## src/rtl/dbs_pkg.sv

```systemverilog
package dbs_pkg;
    typedef enum logic [1:0] {
        S_IDLE = 2'd0,
        S_ADDR = 2'd1,
        S_WAIT = 2'd2,
        S_DATA = 2'd3
    } seq_state_t;
endpackage

```

## src/rtl/dbs_plan.sv

```systemverilog
// Computes the byte-relative end of the transfer and the index of the final phase.
module dbs_plan #(
    parameter int LW = 16
) (
    input  logic [1:0]    off,
    input  logic [LW-1:0] buf_len,
    input  logic [LW-1:0] frame_len,
    input  logic          wr,
    output logic [LW+1:0] end_o,
    output logic [LW-1:0] last_o
);
    localparam int EW = LW + 2;

    logic [EW-1:0] fr_end, fr_up, bf_end, rd_end, nph;

    always_comb begin
        fr_end = EW'(frame_len) + EW'(off);
        fr_up  = (fr_end + EW'(3)) & ~EW'(3);
        bf_end = EW'(buf_len) + EW'(off);
        rd_end = EW'(off) + ((frame_len < buf_len) ? EW'(frame_len) : EW'(buf_len));
        end_o  = wr ? ((fr_up < bf_end) ? fr_up : bf_end) : rd_end;
        nph    = (end_o + EW'(3)) >> 2;
        last_o = LW'(nph - EW'(1));
    end
endmodule

```

## src/rtl/dbs_lanes.sv

```systemverilog
// Byte-enable generation for one data phase.
module dbs_lanes #(
    parameter int KW = 16
) (
    input  logic [KW-1:0] k,
    input  logic [KW-1:0] last,
    input  logic [1:0]    off,
    input  logic [1:0]    end_lo,
    input  logic          wr,
    output logic [3:0]    cbe_n
);
    logic [2:0] lo, hi;

    always_comb begin
        lo = (k == '0) ? {1'b0, off} : 3'd0;
        hi = (k == last) ? ((end_lo == 2'd0) ? 3'd4 : {1'b0, end_lo}) : 3'd4;
    end

    for (genvar i = 0; i < 4; i++) begin : g_lane
        assign cbe_n[i] = wr ? !((3'(i) >= lo) && (3'(i) < hi)) : 1'b0;
    end
endmodule

```

## src/rtl/dma_burst_seq.sv

```systemverilog
module dma_burst_seq
    import dbs_pkg::*;
#(
    parameter int AW = 32,
    parameter int LW = 16
) (
    input  logic          clk,
    input  logic          rst_n,
    input  logic          start,
    input  logic          wr,
    input  logic [AW-1:0] start_addr,
    input  logic [LW-1:0] buf_bytes,
    input  logic [LW-1:0] frame_bytes,
    input  logic          burst_rd_en,
    input  logic          burst_wr_en,
    input  logic          first_wait_only,
    input  logic          trdy,
    input  logic          stop_req,
    output logic          busy,
    output logic          addr_phase,
    output logic [AW-1:0] ad,
    output logic [3:0]    cbe_n,
    output logic          irdy,
    output logic          done,
    output logic [AW-1:0] rem_addr,
    output logic [LW-1:0] rem_bytes
);
    localparam int EW = LW + 2;
    localparam int BW = AW - 2;

    seq_state_t    state_q, state_d;
    logic [BW-1:0] base_q;
    logic [1:0]    off_q;
    logic [EW-1:0] end_q, end_c, consumed;
    logic [LW-1:0] last_q, last_c, k_q;
    logic [AW-1:0] saddr_q, phase_addr;
    logic          wr_q, mode_q, burst_q, done_q;
    logic [3:0]    lane_n;
    logic          accept, finish;

    dbs_plan #(.LW(LW)) plan_i (
        .off      (start_addr[1:0]),
        .buf_len  (buf_bytes),
        .frame_len(frame_bytes),
        .wr       (wr),
        .end_o    (end_c),
        .last_o   (last_c)
    );

    dbs_lanes #(.KW(LW)) lanes_i (
        .k     (k_q),
        .last  (last_q),
        .off   (off_q),
        .end_lo(end_q[1:0]),
        .wr    (wr_q),
        .cbe_n (lane_n)
    );

    assign accept     = (state_q == S_IDLE) && start && (buf_bytes != '0) && (frame_bytes != '0);
    assign finish     = (k_q == last_q) || stop_req || !burst_q;
    assign phase_addr = {base_q + BW'(k_q), 2'b00};

    // State register
    always_ff @(posedge clk or negedge rst_n) begin
        if (!rst_n) state_q <= S_IDLE;
        else        state_q <= state_d;
    end

    // Next-state logic
    always_comb begin
        state_d = state_q;
        unique case (state_q)
            S_IDLE: if (accept) state_d = S_ADDR;
            S_ADDR: state_d = wr_q ? S_WAIT : S_DATA;
            S_WAIT: state_d = S_DATA;
            S_DATA: if (trdy) begin
                if (finish)                 state_d = S_IDLE;
                else if (wr_q && !mode_q)   state_d = S_WAIT;
                else                        state_d = S_DATA;
            end
        endcase
    end

    // Datapath registers
    always_ff @(posedge clk or negedge rst_n) begin
        if (!rst_n) begin
            base_q  <= '0;
            off_q   <= '0;
            end_q   <= '0;
            last_q  <= '0;
            k_q     <= '0;
            saddr_q <= '0;
            wr_q    <= 1'b0;
            mode_q  <= 1'b0;
            burst_q <= 1'b0;
            done_q  <= 1'b0;
        end else begin
            done_q <= (state_q == S_DATA) && trdy && finish;
            if (accept) begin
                base_q  <= start_addr[AW-1:2];
                off_q   <= start_addr[1:0];
                end_q   <= end_c;
                last_q  <= last_c;
                k_q     <= '0;
                saddr_q <= start_addr;
                wr_q    <= wr;
                mode_q  <= first_wait_only;
                burst_q <= wr ? burst_wr_en : burst_rd_en;
            end else if ((state_q == S_DATA) && trdy) begin
                k_q <= k_q + LW'(1);
            end
        end
    end

    // Outputs
    always_comb begin
        busy       = 1'b0;
        addr_phase = 1'b0;
        irdy       = 1'b0;
        ad         = '0;
        cbe_n      = 4'hF;
        unique case (state_q)
            S_IDLE: ;
            S_ADDR: begin
                busy       = 1'b1;
                addr_phase = 1'b1;
                ad         = {base_q, 2'b00};
            end
            S_WAIT: begin
                busy  = 1'b1;
                ad    = phase_addr;
                cbe_n = lane_n;
            end
            S_DATA: begin
                busy  = 1'b1;
                irdy  = 1'b1;
                ad    = phase_addr;
                cbe_n = lane_n;
            end
        endcase
    end

    assign done      = done_q;
    assign consumed  = (k_q == '0) ? EW'(off_q) : {k_q, 2'b00};
    assign rem_addr  = (k_q == '0) ? saddr_q : phase_addr;
    assign rem_bytes = (end_q > consumed) ? LW'(end_q - consumed) : '0;
endmodule

```

## config.mk

```make
export PLATFORM = sky130hd
export DESIGN_NAME = dma_burst_seq
export DESIGN_NICKNAME = d
export VERILOG_FILES = /design/src/rtl/dbs_pkg.sv /design/src/rtl/dbs_plan.sv /design/src/rtl/dbs_lanes.sv /design/src/rtl/dma_burst_seq.sv
export SDC_FILE = /design/constraint.sdc
export NUM_CORES = 1
export LEC_CHECK = 0
export ABC_AREA = 0
export BUFFER_PORTS_ARGS = -buffer_cell sky130_fd_sc_hd__buf_4
export CAP_MARGIN = 20
export CORE_ASPECT_RATIO = 2
export CORE_MARGIN = 5
export CORE_UTILIZATION = 42
export CTS_CLUSTER_SIZE = 40
export DETAILED_ROUTE_END_ITERATION = 7
export GPL_TIMING_DRIVEN = 0
export HOLD_SLACK_MARGIN = 0.1
export SETUP_SLACK_MARGIN = 0.05
export SLEW_MARGIN = 20
export SYNTH_ARGS = -nofsm -noshare
export SYNTH_HDL_FRONTEND = slang
export SYNTH_SLANG_ARGS = --single-unit
```

## constraint.sdc

```tcl
create_clock -name clk -period 5.93 [get_ports clk]
set_clock_uncertainty 0.2 [all_clocks]
set_input_delay 0 -clock clk [delete_from_list [all_inputs] [get_ports clk]]
set_output_delay 0 -clock clk [all_outputs]
set_load 0.005 [all_outputs]
```

; Word level (Yosys, flattened, before mapping)
; Cells that the tools add are included.
[word_totals]
reg_bits = 120
latchBits = 0
ram_bits = 0
romBits = 0
in_bits = 73
output_inout_bits = 88
elab_cells = 91
mem_count = 0
[op_classes]
addsub = 9
multipliers = 0
div_mod_pow = 0
n_lt_le_gt_ge = 11
eq_ne = 6
n_shift = 0
muxes = 27
n_bitwise = 0
n_reduce_logical = 27
[op_table]
columns = cell, count
row1 = 2-to-1 mux 16 bit, 4
row2 = one-hot mux 32 bit (2 select lines), 1
row3 = 2-to-1 mux 18 bit, 3
row4 = "adder 18 x 2 -> 18 bit, second input constant", 2
row5 = adder 16 x 2 -> 17 bit, 2
row6 = 2-to-1 mux 32 bit, 1
row7 = nonzero test 16 bit, 2
row8 = adder 30 x 16 -> 30 bit, 1
row9 = adder 2 x 18 -> 18 bit, 1
row10 = greater-than comparator 18 bit, 1
row11 = < comparator 18 bit, 1
row12 = "adder 16 x 1 -> 16 bit, second input constant", 1
row13 = equality test 16 bit, 1
row14 = logical NOT 16 bit, 1
row15 = < comparator 16 bit, 1
row16 = "subtractor 16 x 1 -> 16 bit, second input constant", 1
row17 = subtractor 16 bit, 1
row18 = logical AND 1 bit, 10
row19 = 2-to-1 mux 1 bit, 10
row20 = 2-to-1 mux 2 bit, 4
row21 = one-hot mux 2 bit (4 select lines), 1
row22 = ">= comparator 1 x 3 -> 1 bit, first input constant", 2
row23 = ">= comparator 2 x 3 -> 1 bit, first input constant", 2
row24 = logical NOT 1 bit, 6
row25 = 13 further kinds, 20

; Depth between registers and ports, before layout
; Gate-level depths: netlist of the first run.
[depth]
ltp_word = 8
mapped_depth = 26
depth_no_buf = 25

; Hierarchy
; A second synthesis of the first run with hierarchy kept.
[unflattened]
hier_cells = 1379
area_unflattened_um2 = 10299.9
[by_module_without_submodules]
columns = mod, n_inst, cells_per_inst, area_per_inst_um2, seq_area_each_um2
row1 = dma_burst_seq, 1, 920, 6912.9, 2202.1
row2 = dbs_plan, 1, 422, 3084.2, 0.0
row3 = dbs_lanes, 1, 37, 302.8, 0.0

; Least setup slack after synthesis of the first run
; OpenSTA, ideal clock, no wires.
[synth_timing]
path_kind = input-to-reg
start = input start_addr[0]
end = register last_q[8]
setup_ns = 0.083
t_arrival_ns = 4.937
required_time_ns = 5.647
path_slack_ns = 0.710
cell_stages = 25
n_path_buf = 0
cell_sequence = ha_1 > fa_1 > xnor2_1 > or3_4 > a211oi_4 > and3_4 > a21oi_2 > nor2_1 > xnor2_1 > ha_1 > nand2_1 > a21oi_1 > a211oi_1 > o21a_1 > nand2_2 > mux2_2 > a21boi_0 > nand2_1 > nand2_1 > ha_1 > clkinv_1 > nor3_1 > a22oi_1 > xor2_1 > o21ai_0
[synth_between]
elab_chain_len = 7
elab_cells_between_ends = 9
classes_between = add/sub: 6 / order compare: 1 / mux: 2
[synth_rtl]
columns = item, line
row1 = from (decl), dma_burst_seq.sv:11  ; input logic [AW-1:0] start_addr,
row2 = adder 16 x 2 -> 17 bit, dbs_plan.sv:17  ; fr_end = EW'(frame_len) + EW'(off);
row3 = adder 18 x 2 -> 18 bit, dbs_plan.sv:18  ; fr_up = (fr_end + EW'(3)) & ~EW'(3);
row4 = < comparator 18 bit, dbs_plan.sv:21  ; end_o = wr ? ((fr_up < bf_end) ? fr_up : bf_end) : rd_end;
row5 = 2-to-1 mux 18 bit, dbs_plan.sv:21
row6 = 2-to-1 mux 18 bit *, dbs_plan.sv:21
row7 = adder 18 x 2 -> 18 bit *, dbs_plan.sv:22  ; nph = (end_o + EW'(3)) >> 2;
row8 = subtractor 16 x 1 -> 16 bit *, dbs_plan.sv:23  ; last_o = LW'(nph - EW'(1));
row9 = to (signal assigned), dma_burst_seq.sv:103  ; last_q <= last_c;
row10 = to (decl), dma_burst_seq.sv:35  ; logic [LW-1:0] last_q, last_c, k_q;
; Mark *: on every way between the ends. The rest lies on a longest branch, timed or not.
; A chain may end at the register's enable or synchronous reset.

; Final worst setup path of the first run
[layout_timing]
start = input buf_bytes[15]
end = register last_q[12]
[layout_between]
elab_chain_len = 6
elab_cells_between_ends = 12
classes_between = add/sub: 4 / order compare: 2 / mux: 3 / reduce/logical: 3
[layout_rtl]
columns = item, line
row1 = from (decl), dma_burst_seq.sv:12  ; input logic [LW-1:0] buf_bytes,
row2 = < comparator 16 bit or adder 16 x 2 -> 17 bit (tied branches), "dbs_plan.sv:20, dbs_plan.sv:19"
row3 = 2-to-1 mux 16 bit or < comparator 18 bit (tied branches), "dbs_plan.sv:20, dbs_plan.sv:21"
row4 = adder 2 x 18 -> 18 bit or 2-to-1 mux 18 bit (tied branches), "dbs_plan.sv:20, dbs_plan.sv:21"
row5 = 2-to-1 mux 18 bit, dbs_plan.sv:21
row6 = adder 18 x 2 -> 18 bit, dbs_plan.sv:22
row7 = subtractor 16 x 1 -> 16 bit, dbs_plan.sv:23
; Several ways; a longest one is shown, not always the timed one.

==> summary.txt, run 1 <==
Status
  – Status: complete, no violations

Floorplanning
  – Die Span Y: about 220 um
  – Die W: approximately 120 um
  – Core area: 0.02274 mm2
  – Die Area: 0.02641 mm2
  – Io pins: ~160
  – Starting Density: 42.64%
  – Site row count: ~80

Detailed routing
  – Drt pass-1 iters: 5
  – Total Routed Length: roughly 38 mm
  – Final ANT Viol Nets: 0
  – DRT iter0 DRCs: 510
  – Wirelength per Cell: between 20 and 25 um
  – Via/cell ratio: approximately 5.7
  – Via count: 10,269
  – Remaining DRCs: 0

Job
  – Max_cap viols: 0

Setup path
  – Worst reg-to-reg path cell count: 6
  – Worst EP required: approximately 6.0 ns
  – Crit path max fanout: 10
  – Crit Path Class: in -> reg
  – Reg-to-reg slack, setup: about 2.4 ns
  – WP data arrival: a little under 6 ns
  – Startpoint types: primary input
  – Reg2Reg Capture Point: end_q[2]
  – Worst Setup End Kind: register
  – CP Launch Point: buf_bytes[15]
  – RR Startpoint: state_q[1]
  – Crit path to: last_q[12]

Finish
  – Antenna cells: 0
  – Fillers: between 2,000 and 2,500
  – Final Core Density: between 50% and 60%
  – Area delta synth->final: 25.10%
  – Layout cells sized above 1: about 16%
  – Non-filler instance count after layout: approximately 1,800
  – Layout Nets: ~1,700

STA
  – Worst Slack Setup Final: roughly 0.22 ns
  – Fmax: 0.1752 GHz
  – Setup TNS Final: 0 ns
  – Fin. max-slew vios: 0
  – Tmin final: 5.708 ns
  – Final Hold Fails: 0
  – Final period util: a little over nine tenths
  – Worst-Margin Slew: roughly 1.2 ns
  – RSZ-0062 raised after global routing: false
  – Rel. slew slack: between 20% and 30%
  – Setup violations, final: 0

Logic synthesis
  – Synth Instances: ~1,300
  – Post-synth top area share: between 20% and 30%
  – Post-Syn Area per Cell: roughly 7.5 um2
  – Cell taking the most area after synthesis: dfrtp_1
  – Top cells by area, synth: dfrtp_1, nand2_1, ha_1, xnor2_1, xor2_1
  – FF+latch count, synth: 88
  – Register area share after synthesis: 22.71%
  – Yosys warns: 0
  – Post-synth EDFFs: 0
  – Distinct cells, synth: 87
  – Dominant synthesized flop cell: dfrtp_1
  – Post-synth ARST share: 100.0%
  – Mapped cell area: ~0.0097 mm2

Clock tree
  – CTS H-Tree Depth: 3
  – Worst skew pair latency: ~0.37 ns
  – Clk pin slew, worst setup/hold paths: 0.07 ns
  – Clk sinks: roughly 90
  – Clk buf depth: 2
  – CTS tree: yes
  – Inserted Clock Buffers: 9
  – Root Buffer: clkbuf_16

Global route
  – Vias in the first global route: 10,736
  – Initial antenna violation count: 0
  – Gr usage total: between 20 and 30%
  – Global-route wire length before repair: 59.08 mm
  – Largest net degree at the start of global routing: 89
  – GRT Residual Overflow: 0

Pwr
  – Pwr/cell area: between 400 and 500 mW/mm2
  – Worst VDD drop: ~360 uV
  – LEAKAGE: between 0.005 and 0.006 uW

Placed design
  – Port Buffers: between 150 and 200
  – Placed Cells incl. Taps: 1,730
  – Placer Congestion: ~0.96
  – DP HPWL: approximately 32 mm
  – Dpl ws: -1.536 ns

Worst hold path
  – Worst hold path class: in -> async
synth_stat cells, drive strengths merged, types with 6 or more instances:
cell type / instances
nand2: 270
nor2: 105
dfrtp: 88
xnor2: 82
ha: 73
o21ai: 62
xor2: 61
inv: 59
a21oi: 51
clkbuf: 51
nand3: 44
nor3: 40
nand4: 29
a22o: 28
nor4: 23
a21o: 21
and2: 16
and3: 14
mux2i: 13
buf: 12
a31oi: 10
a211oi: 9
nor2b: 9
o211ai: 9
o21a: 7
a22oi: 6
mux2: 6
nand3b: 6
or2: 6
timing repair:
item | in CTS | in global routing
buffers inserted | 2 | 2
hold buffers | 47 | 0
resized for setup | 29 | 15
hold endpoints to repair | 136 | 0
cloned | 0 | 0
setup endpoints to repair | 32 | 20
pin swaps | 2 | 4
state kept, by name, summed over array words and instances, names as in the netlist, 2 cells and up:
register and flops:
base_q 30, end_q 18, last_q 16, k_q 16, state_q 2
how the worst min path moves through the flow:
stage                 end  slack [ns]           start
6_report       base_q[24]        0.04           rst_n
3_3_place_gp   base_q[10]       -0.01  start_addr[12]
2_1_floorplan   base_q[0]       -0.50           rst_n
3_5_place_dp   base_q[22]       -0.06           rst_n
4_1_cts          end_q[1]        0.10   start_addr[1]
5_1_grt        base_q[23]        0.14           rst_n
layout by cell type (no fill, tap or decap), drive strengths merged, types with 7 or more instances in the layout:
cell | synthesis | layout
a21oi | 51 | 51
a211oi | 9 | 9
buf | 12 | 171
and2 | 16 | 16
nor3 | 40 | 40
xnor2 | 82 | 82
nor4 | 23 | 23
nor2 | 105 | 105
o211ai | 9 | 9
xor2 | 61 | 61
nand3 | 44 | 44
o21a | 7 | 7
ha | 73 | 73
nor2b | 9 | 9
nand2 | 270 | 270
nand4 | 29 | 29
clkbuf | 51 | 59
and3 | 14 | 14
o21ai | 62 | 62
a31oi | 10 | 10
mux2i | 13 | 13
a21o | 21 | 21
inv | 59 | 64
dfrtp | 88 | 88
dlygate4sd3 | 0 | 47
a22o | 28 | 28
where the power goes:
group	total (uW)	switching, uW	internal, uW
combinational	4180	2230	1950
clock	564	271	293
sequential	1190	321	865
area by class of cell:
| cell class | count | area [um2] | area share [%] |
|---|---|---|---|
| multi-input cells | 1083 | 7126 | 58.74 |
| flip-flops and latches | 88 | 2202 | 18.15 |
| plain buffers | 62 | 267.8 | 2.207 |
| repair buffers | 206 | 1668 | 13.75 |
| clock buffers | 9 | 225.2 | 1.857 |
| well taps | 280 | 350.3 | 2.888 |
| inverters | 61 | 230.2 | 1.898 |
| clock inverters | 7 | 61.31 | 0.5054 |
metal layers:
layer / vias up / track usage [%] / wire (um)
li1: 4977 / - / -
met2: 336 / 57.53 / 21590
met4: 0 / 24.88 / 3686
met3: 146 / 3.749 / 1190
met5: - / 0 / 0
met1: 4810 / 23.62 / 11900
worst max-delay path: stages:
cell and delay, ns:
buf_4 0.09, inv_1 0.07, ha_1 0.30, nand2_1 0.09, nor4_2 0.70, o21ai_2 0.35
nand2_1 0.27, clkbuf_1 0.60, nand2_1 0.12, nand2_1 0.10, ha_1 0.21, fa_1 0.34
clkbuf_1 0.43, nand2_1 0.19, mux2_2 0.37, a32o_1 0.35, a2111oi_4 0.55, nand4_1 0.22
a211o_1 0.35, nand3_2 0.07
kinds of logic after synthesis:
kind of cell | count (synthesis) | synth area share, %
simple gates | 583 | 27.78
xor+xnor | 144 | 13.15
flops | 88 | 22.71
compound gates | 257 | 18.67
mux | 19 | 2.168
fa+ha+maj | 78 | 10.45
buf+inv | 124 | 5.032
other cells | 1 | 0.03867
stage by stage:
step	hold WS [ns]	instance area [um2]	total power [uW]
6_report	0.04493	12130	5930
5_1_grt	0.1407	12130	6401
4_1_cts	0.1036	12060	5934
3_5_place_dp	-0.05765	11220	5270
3_3_place_gp	-0.01082	11210	5218
2_1_floorplan	-0.4956	9701	3479
(Power assumes the default switching activity.)
==> run 2, diff against run 1 <==
--- a/config.mk
+++ b/config.mk
@@ -15,6 +15,7 @@
 export DETAILED_ROUTE_END_ITERATION = 7
 export GPL_TIMING_DRIVEN = 0
 export HOLD_SLACK_MARGIN = 0.1
+export PLACE_DENSITY_LB_ADDON = 0.05
 export SETUP_SLACK_MARGIN = 0.05
 export SLEW_MARGIN = 20
 export SYNTH_ARGS = -nofsm -noshare
==> summary.txt, run 2 (synthesis gave the netlist of run 1 again) <==
Detailed routing
  – Via count: around 10,000
  – Via/cell ratio: 5.643
  – Final ANT Viol Nets: 0
  – Total Routed Length: ~39 mm
  – Wirelength per Cell: approximately 22 um
  – Drt pass-1 iters: 4
  – Remaining DRCs: 0
  – DRT iter0 DRCs: ~540

Floorplanning
  – Die W: around 120 um
  – Io pins: 161
  – Core area: around 0.023 mm2
  – Die Span Y: about 220 um
  – Starting Density: a little over two fifths
  – Die Area: ~0.026 mm2
  – Site row count: between 70 and 80

STA
  – Setup violations, final: 0
  – Final period util: a little over nine tenths
  – Final Hold Fails: 0
  – Worst-Margin Slew: 1.110 ns
  – Tmin final: 5.765 ns
  – RSZ-0062 raised after global routing: true
  – Fin. max-slew vios: 0
  – Fmax: 0.1735 GHz
  – Rel. slew slack: approximately a quarter

Clock tree
  – Inserted Clock Buffers: 9
  – Clk pin slew, worst setup/hold paths: 0.07 ns
  – Root Buffer: clkbuf_16
  – CTS tree: yes
  – CTS H-Tree Depth: 3
  – Worst skew pair latency: 0.36 ns
  – Clk sinks: 88
  – Clk buf depth: 2

Finish
  – Largest regs: base_q x30, end_q x18
  – Most frequent cells in the layout: nand2_1, buf_4, nor2_1, dfrtp_1, xnor2_1
  – Footprint of the multi-input gates: 0.007118 mm2
  – Largest register FFs: 30
  – Commonest non-fill, non-tap cell in the layout: nand2_1
  – Sequential cell area: 0.002202 mm2
  – Non-filler instance count after layout: approximately 1,800
  – Area delta synth->final: 25.34%
  – Fillers: 2,365
  – Layout Nets: around 1,700
  – Largest register by flop count: base_q
  – Antenna cells: 0
  – Layout cells sized above 1: about 17%

Placed design
  – Placed Cells incl. Taps: 1,730
  – Port Buffers: 155
  – DP HPWL: 32.80 mm
  – Placer Congestion: about 0.97

Pwr
  – Net Sw Frac: 46.43%
  – Worst VDD drop: 336.1 uV
  – Combinational power share: a little over two thirds
  – P_int: between 3000 and 4000 uW
  – Clock Power Share: between 10% and 20%
  – Pwr/cell area: about 490 mW/mm2
  – LEAKAGE: around 0.0057 uW
  – Pwr Total: 5992 uW
  – Reg power frac: approximately a fifth
  – Psw: between 2000 and 3000 uW

Setup path
  – Crit path max fanout: 10
  – Critical path cell sequence: buf_4 > ha_1 > fa_2 > xnor2_1 > or3_4 > a211oi_4 > and3_4 > a21oi_2 > nor3b_1 > ha_1 > o21ai_0 > o21a_2 > nand2_2 > clkbuf_2 > nor2_2 > a41oi_1 > a2111oi_4 > nand4_1 > a211o_1 > nand3_2
  – Worst EP required: between 6 and 7 ns
  – RR Startpoint: state_q[1]
  – Crit Path Class: in -> reg
  – Cell mode on critical path: ha_1
  – Worst reg-to-reg path cell count: 6
  – Worst Setup End Kind: register
  – Worst path max stage delay: 0.49 ns
  – CP Launch Point: frame_bytes[0]
  – Slowest CP cell: o21ai_0
  – Startpoint types: primary input
  – WP data arrival: approximately 5.9 ns

Worst hold path
  – Worst hold path class: in -> async

Global route
  – Global-route wire length before repair: between 50 and 60 mm
  – Vias in the first global route: approximately 11,000
  – Initial antenna violation count: 0
  – Largest net degree at the start of global routing: between 80 and 90
  – Gr usage total: around 29%
  – GRT Residual Overflow: 0

Status
  – Status: complete, no violations

Job
  – Max_cap viols: 0
==> run 2: changes by cell type in the layout (fill, tap and decap cells not counted), moves of 2 or more <==
| cell | before | now |
|---|---|---|
| clkbuf_2 | 4 | 6 |
| inv_6 | 5 | 0 |
| bufinv_16 | 0 | 2 |
| clkbuf_8 | 0 | 2 |
| buf_4 | 163 | 161 |
==> run 2: final cells by class <==
class	instances	area share [%]
multi-input cells	1083	58.56
plain buffers	62	2.224
clock buffers	12	2.110
repair buffers	204	13.58
well taps	280	2.882
inverters	61	1.894
flip-flops and latches	88	18.12
clock inverters	4	0.6280
==> run 2: layer usage <==
| layer | GRT usage [%] | vias to the layer above | routed length [um] |
|---|---|---|---|
| li1 | - | 4967 | - |
| met5 | 0 | - | 0 |
| met2 | 58.71 | 327 | 22250 |
| met3 | 3.020 | 152 | 1124 |
| met4 | 26.00 | 0 | 3896 |
| met1 | 22.75 | 4678 | 11600 |
==> run 2: power groups by stage <==
stage	combinational (uW)	sequential (uW)	clock, uW
after floorplan	2390	1080	0
after global routing	4560	1230	672
final	4160	1190	640
after detailed placement	4080	1200	0
after global placement	4030	1190	0
after CTS	4150	1190	651
==> run 2: critical path: cells and delay by family <==
family / cells / cell delay (ns)
compound gates: 7 / 2.37
simple gates: 7 / 1.81
fa+ha+maj: 3 / 0.98
buf+inv: 2 / 0.46
xor+xnor: 1 / 0.22
==> run 2: worst paths after layout <==
check / to / slack [ns]
max: last_q[12] / 0.17
min: base_q[21] / 0.05
max reg2reg: end_q[2] / 2.45
min reg2reg: off_q[0] / 0.28
max in group asynchronous: end_q[13] / 4.86
min in group clk: end_q[1] / 0.14
==> run 2: stage by stage <==
step | instance area, um2 | TNS, ns | hold WS (ns) | util [%] | setup WS, ns
floorplan | 9701 | 0 | -0.4956 | - | 0.7105
finish | 12150 | 0 | 0.04851 | 53.45 | 0.1650
global placement | 11210 | -25.70 | -0.009303 | 49.32 | -1.581
global route | 12150 | 0 | 0.1414 | 53.45 | 0.006241
CTS | 12100 | 0 | 0.1038 | 53.22 | 0.03027
detailed placement | 11230 | -26.55 | -0.07763 | 49.39 | -1.635
==> run 2: what timing repair did <==
item                                   4_1_cts  5_1_grt
pin swaps                                    1        3
endpoints found under the hold margin      135        0
setup buffers                                1        2
hold buffers                                46        0
setup endpoints to repair                   39       22
resized for setup                           29       13
==> run 3, diff against run 2 <==
--- a/config.mk
+++ b/config.mk
@@ -13,7 +13,7 @@
 export CORE_UTILIZATION = 42
 export CTS_CLUSTER_SIZE = 40
 export DETAILED_ROUTE_END_ITERATION = 7
-export GPL_TIMING_DRIVEN = 0
+export GPL_TIMING_DRIVEN = 1
 export HOLD_SLACK_MARGIN = 0.1
 export PLACE_DENSITY_LB_ADDON = 0.05
 export SETUP_SLACK_MARGIN = 0.05
==> summary.txt, run 3 (synthesis gave the netlist of run 1 again) <==
Global route
  – GRT Residual Overflow: 0
  – Largest net degree at the start of global routing: 90
  – Gr usage total: between 20% and 30%
  – Global-route wire length before repair: around 58 mm
  – Initial antenna violation count: 0
  – Vias in the first global route: around 11,000

Setup path
  – Worst reg-to-reg path cell count: 8
  – Worst Setup End Kind: register
  – Crit Path Class: in -> reg
  – Crit path max fanout: 5
  – Worst path max stage delay: 0.57 ns
  – WP data arrival: roughly 5.7 ns
  – Reg2Reg Capture Point: state_q[1]
  – Worst EP required: between 6 and 7 ns
  – Worst Path Buf+Inv: 6
  – Reg-to-reg slack, setup: roughly 3 ns
  – Delay-heaviest family, CP: compound AO/OA/AOI/OAI gates
  – Slowest CP cell: fa_2
  – Startpoint types: primary input
  – Critical path cell sequence: dlygate4sd3_1 > buf_4 > ha_1 > fa_2 > nor2_1 > or3_4 > a211oi_4 > buf_4 > xnor3_1 > ha_1 > nand4_1 > a21oi_1 > o21ai_0 > buf_4 > a21oi_1 > o21ai_0 > buf_4 > and2_1 > buf_4 > a2111oi_4 > nand4_1 > a211o_1 > nand3_2
  – RR Startpoint: k_q[0]
  – Cell mode on critical path: buf_4

Detailed routing
  – Remaining DRCs: 0
  – Via count: roughly 10,000
  – Wirelength per Cell: ~21 um
  – Drt pass-1 iters: 6
  – Final ANT Viol Nets: 0
  – Total Routed Length: around 38 mm
  – DRT iter0 DRCs: between 400 and 500
  – Via/cell ratio: approximately 5.6

Clock tree
  – Clk pin slew, worst setup/hold paths: approximately 0.06 ns
  – Inserted Clock Buffers: 9
  – Clk buf depth: 2
  – Root Buffer: clkbuf_16
  – Worst skew pair latency: 0.36 ns
  – CTS H-Tree Depth: 3
  – Clk sinks: just under 90
  – CTS tree: yes

STA
  – Final period util: roughly 95%
  – Worst-Margin Slew: roughly 1.3 ns
  – Final Hold Fails: 0
  – Fin. max-slew vios: 0
  – Fmax: about 0.18 GHz
  – RSZ-0062 raised after global routing: false
  – Tmin final: 5.642 ns
  – Setup violations, final: 0
  – Setup TNS Final: 0 ns
  – Rel. slew slack: between 15 and 20%

Finish
  – Most frequent cells in the layout: nand2_1, buf_4, nor2_1, dfrtp_1, xnor2_1
  – Largest register FFs: 30
  – Layout Nets: approximately 1,700
  – Area delta synth->final: 27.56%
  – Largest regs: base_q x30, end_q x18
  – Commonest non-fill, non-tap cell in the layout: nand2_1
  – Layout cells sized above 1: 19.52%
  – Final instance area: approximately 0.012 mm2
  – Antenna cells: 0
  – Largest register by flop count: base_q

Job
  – Max_cap viols: 0

Status
  – Status: complete, no violations

Placed design
  – DP HPWL: ~32 mm
  – Port Buffers: 158
  – Placer Congestion: between 0.9 and 1
  – DP Area: about 0.012 mm2

Pwr
  – LEAKAGE: 0.005902 uW
  – Pwr/cell area: between 400 and 500 mW/mm2
  – Worst VDD drop: ~350 uV

Floorplanning
  – Site row count: 78
  – Core area: 0.02274 mm2
  – Io pins: 161
  – Die Span Y: approximately 220 um
  – Die Area: ~0.026 mm2
  – Die W: between 100 and 150 um
  – Starting Density: a little over two fifths

Worst hold path
  – Hold EP: end_q[5]
  – Hold Path Stages: 5
  – Hold path startpoint: buf_bytes[5]
  – Worst hold path class: in -> reg
[run 3: cell count changes in the layout (fill, tap and decap cells not counted), sizes merged]
cell | before | now
dlygate4sd3 | 46 | 45
bufinv | 2 | 1
clkbuf | 63 | 12
buf | 169 | 234
inv | 59 | 60
[run 3: repair_timing]
action	4_1_cts	5_1_grt
buffers inserted	0	2
endpoints found under the hold margin	133	0
hold buffers	45	0
resized for setup	0	12
setup endpoints to repair	0	28
[run 3: report_power, final]
| part | switching [uW] | leakage, uW | internal, uW |
|---|---|---|---|
| Combinational | 2200 | 0.00464 | 2010 |
| Clock | 247 | 0.000155 | 361 |
| Sequential | 301 | 0.00111 | 866 |
| Total | 2740 | 0.00590 | 3230 |
[run 3: stage by stage]
stage	setup WS (ns)	total power [uW]	instances	hold slack (ns)	utilization [%]
after detailed placement	0.3044	5366	1744	-0.3060	50.77
final	0.2878	5978	1807	0.1443	54.40
after global placement	0.4118	5320	1744	-0.3076	50.77
after CTS	0.1147	6014	1805	0.1457	54.15
after floorplan	0.7105	3479	1295	-0.4956	-
after global routing	0.04265	6468	1807	0.1777	54.40
[run 3: cell type report]
class                      count  area [um2]
clock buffer                  12       266.5
clock inverter                 4       51.30
fill                        2292       10370
inverter                      61       229.0
multi-input combinational   1083        7063
sequential                    88        2202
tap                          280       350.3
timing repair buffer         279        2207
[run 3: worst max path at each step]
stage / start / endpoint / slack, ns / cells past startpoint
6_report: start_addr[0] / last_q[12] / 0.29 / 23
5_1_grt: start_addr[0] / last_q[14] / 0.04 / 26
4_1_cts: start_addr[0] / last_q[8] / 0.11 / 26
3_5_place_dp: start_addr[0] / last_q[8] / 0.30 / 25
3_3_place_gp: frame_bytes[0] / last_q[4] / 0.41 / 25
2_1_floorplan: start_addr[0] / last_q[8] / 0.71 / 25
[run 3: layer usage]
metal / up-vias / share of wire, % / track usage [%]
li1: 4980 / - / -
met1: 4763 / 30 / 22.83
met2: 303 / 58 / 58.87
met3: 121 / 3.3 / 3.271
met4: 0 / 8.9 / 23.00
met5: - / 0 / 0
[run 3: worst min-delay path, cell delays in order]
cell     delay [ns]
buf_4          0.12
xnor2_1        0.14
mux2i_1        0.10
mux2i_1        0.20
o21ai_0        0.09
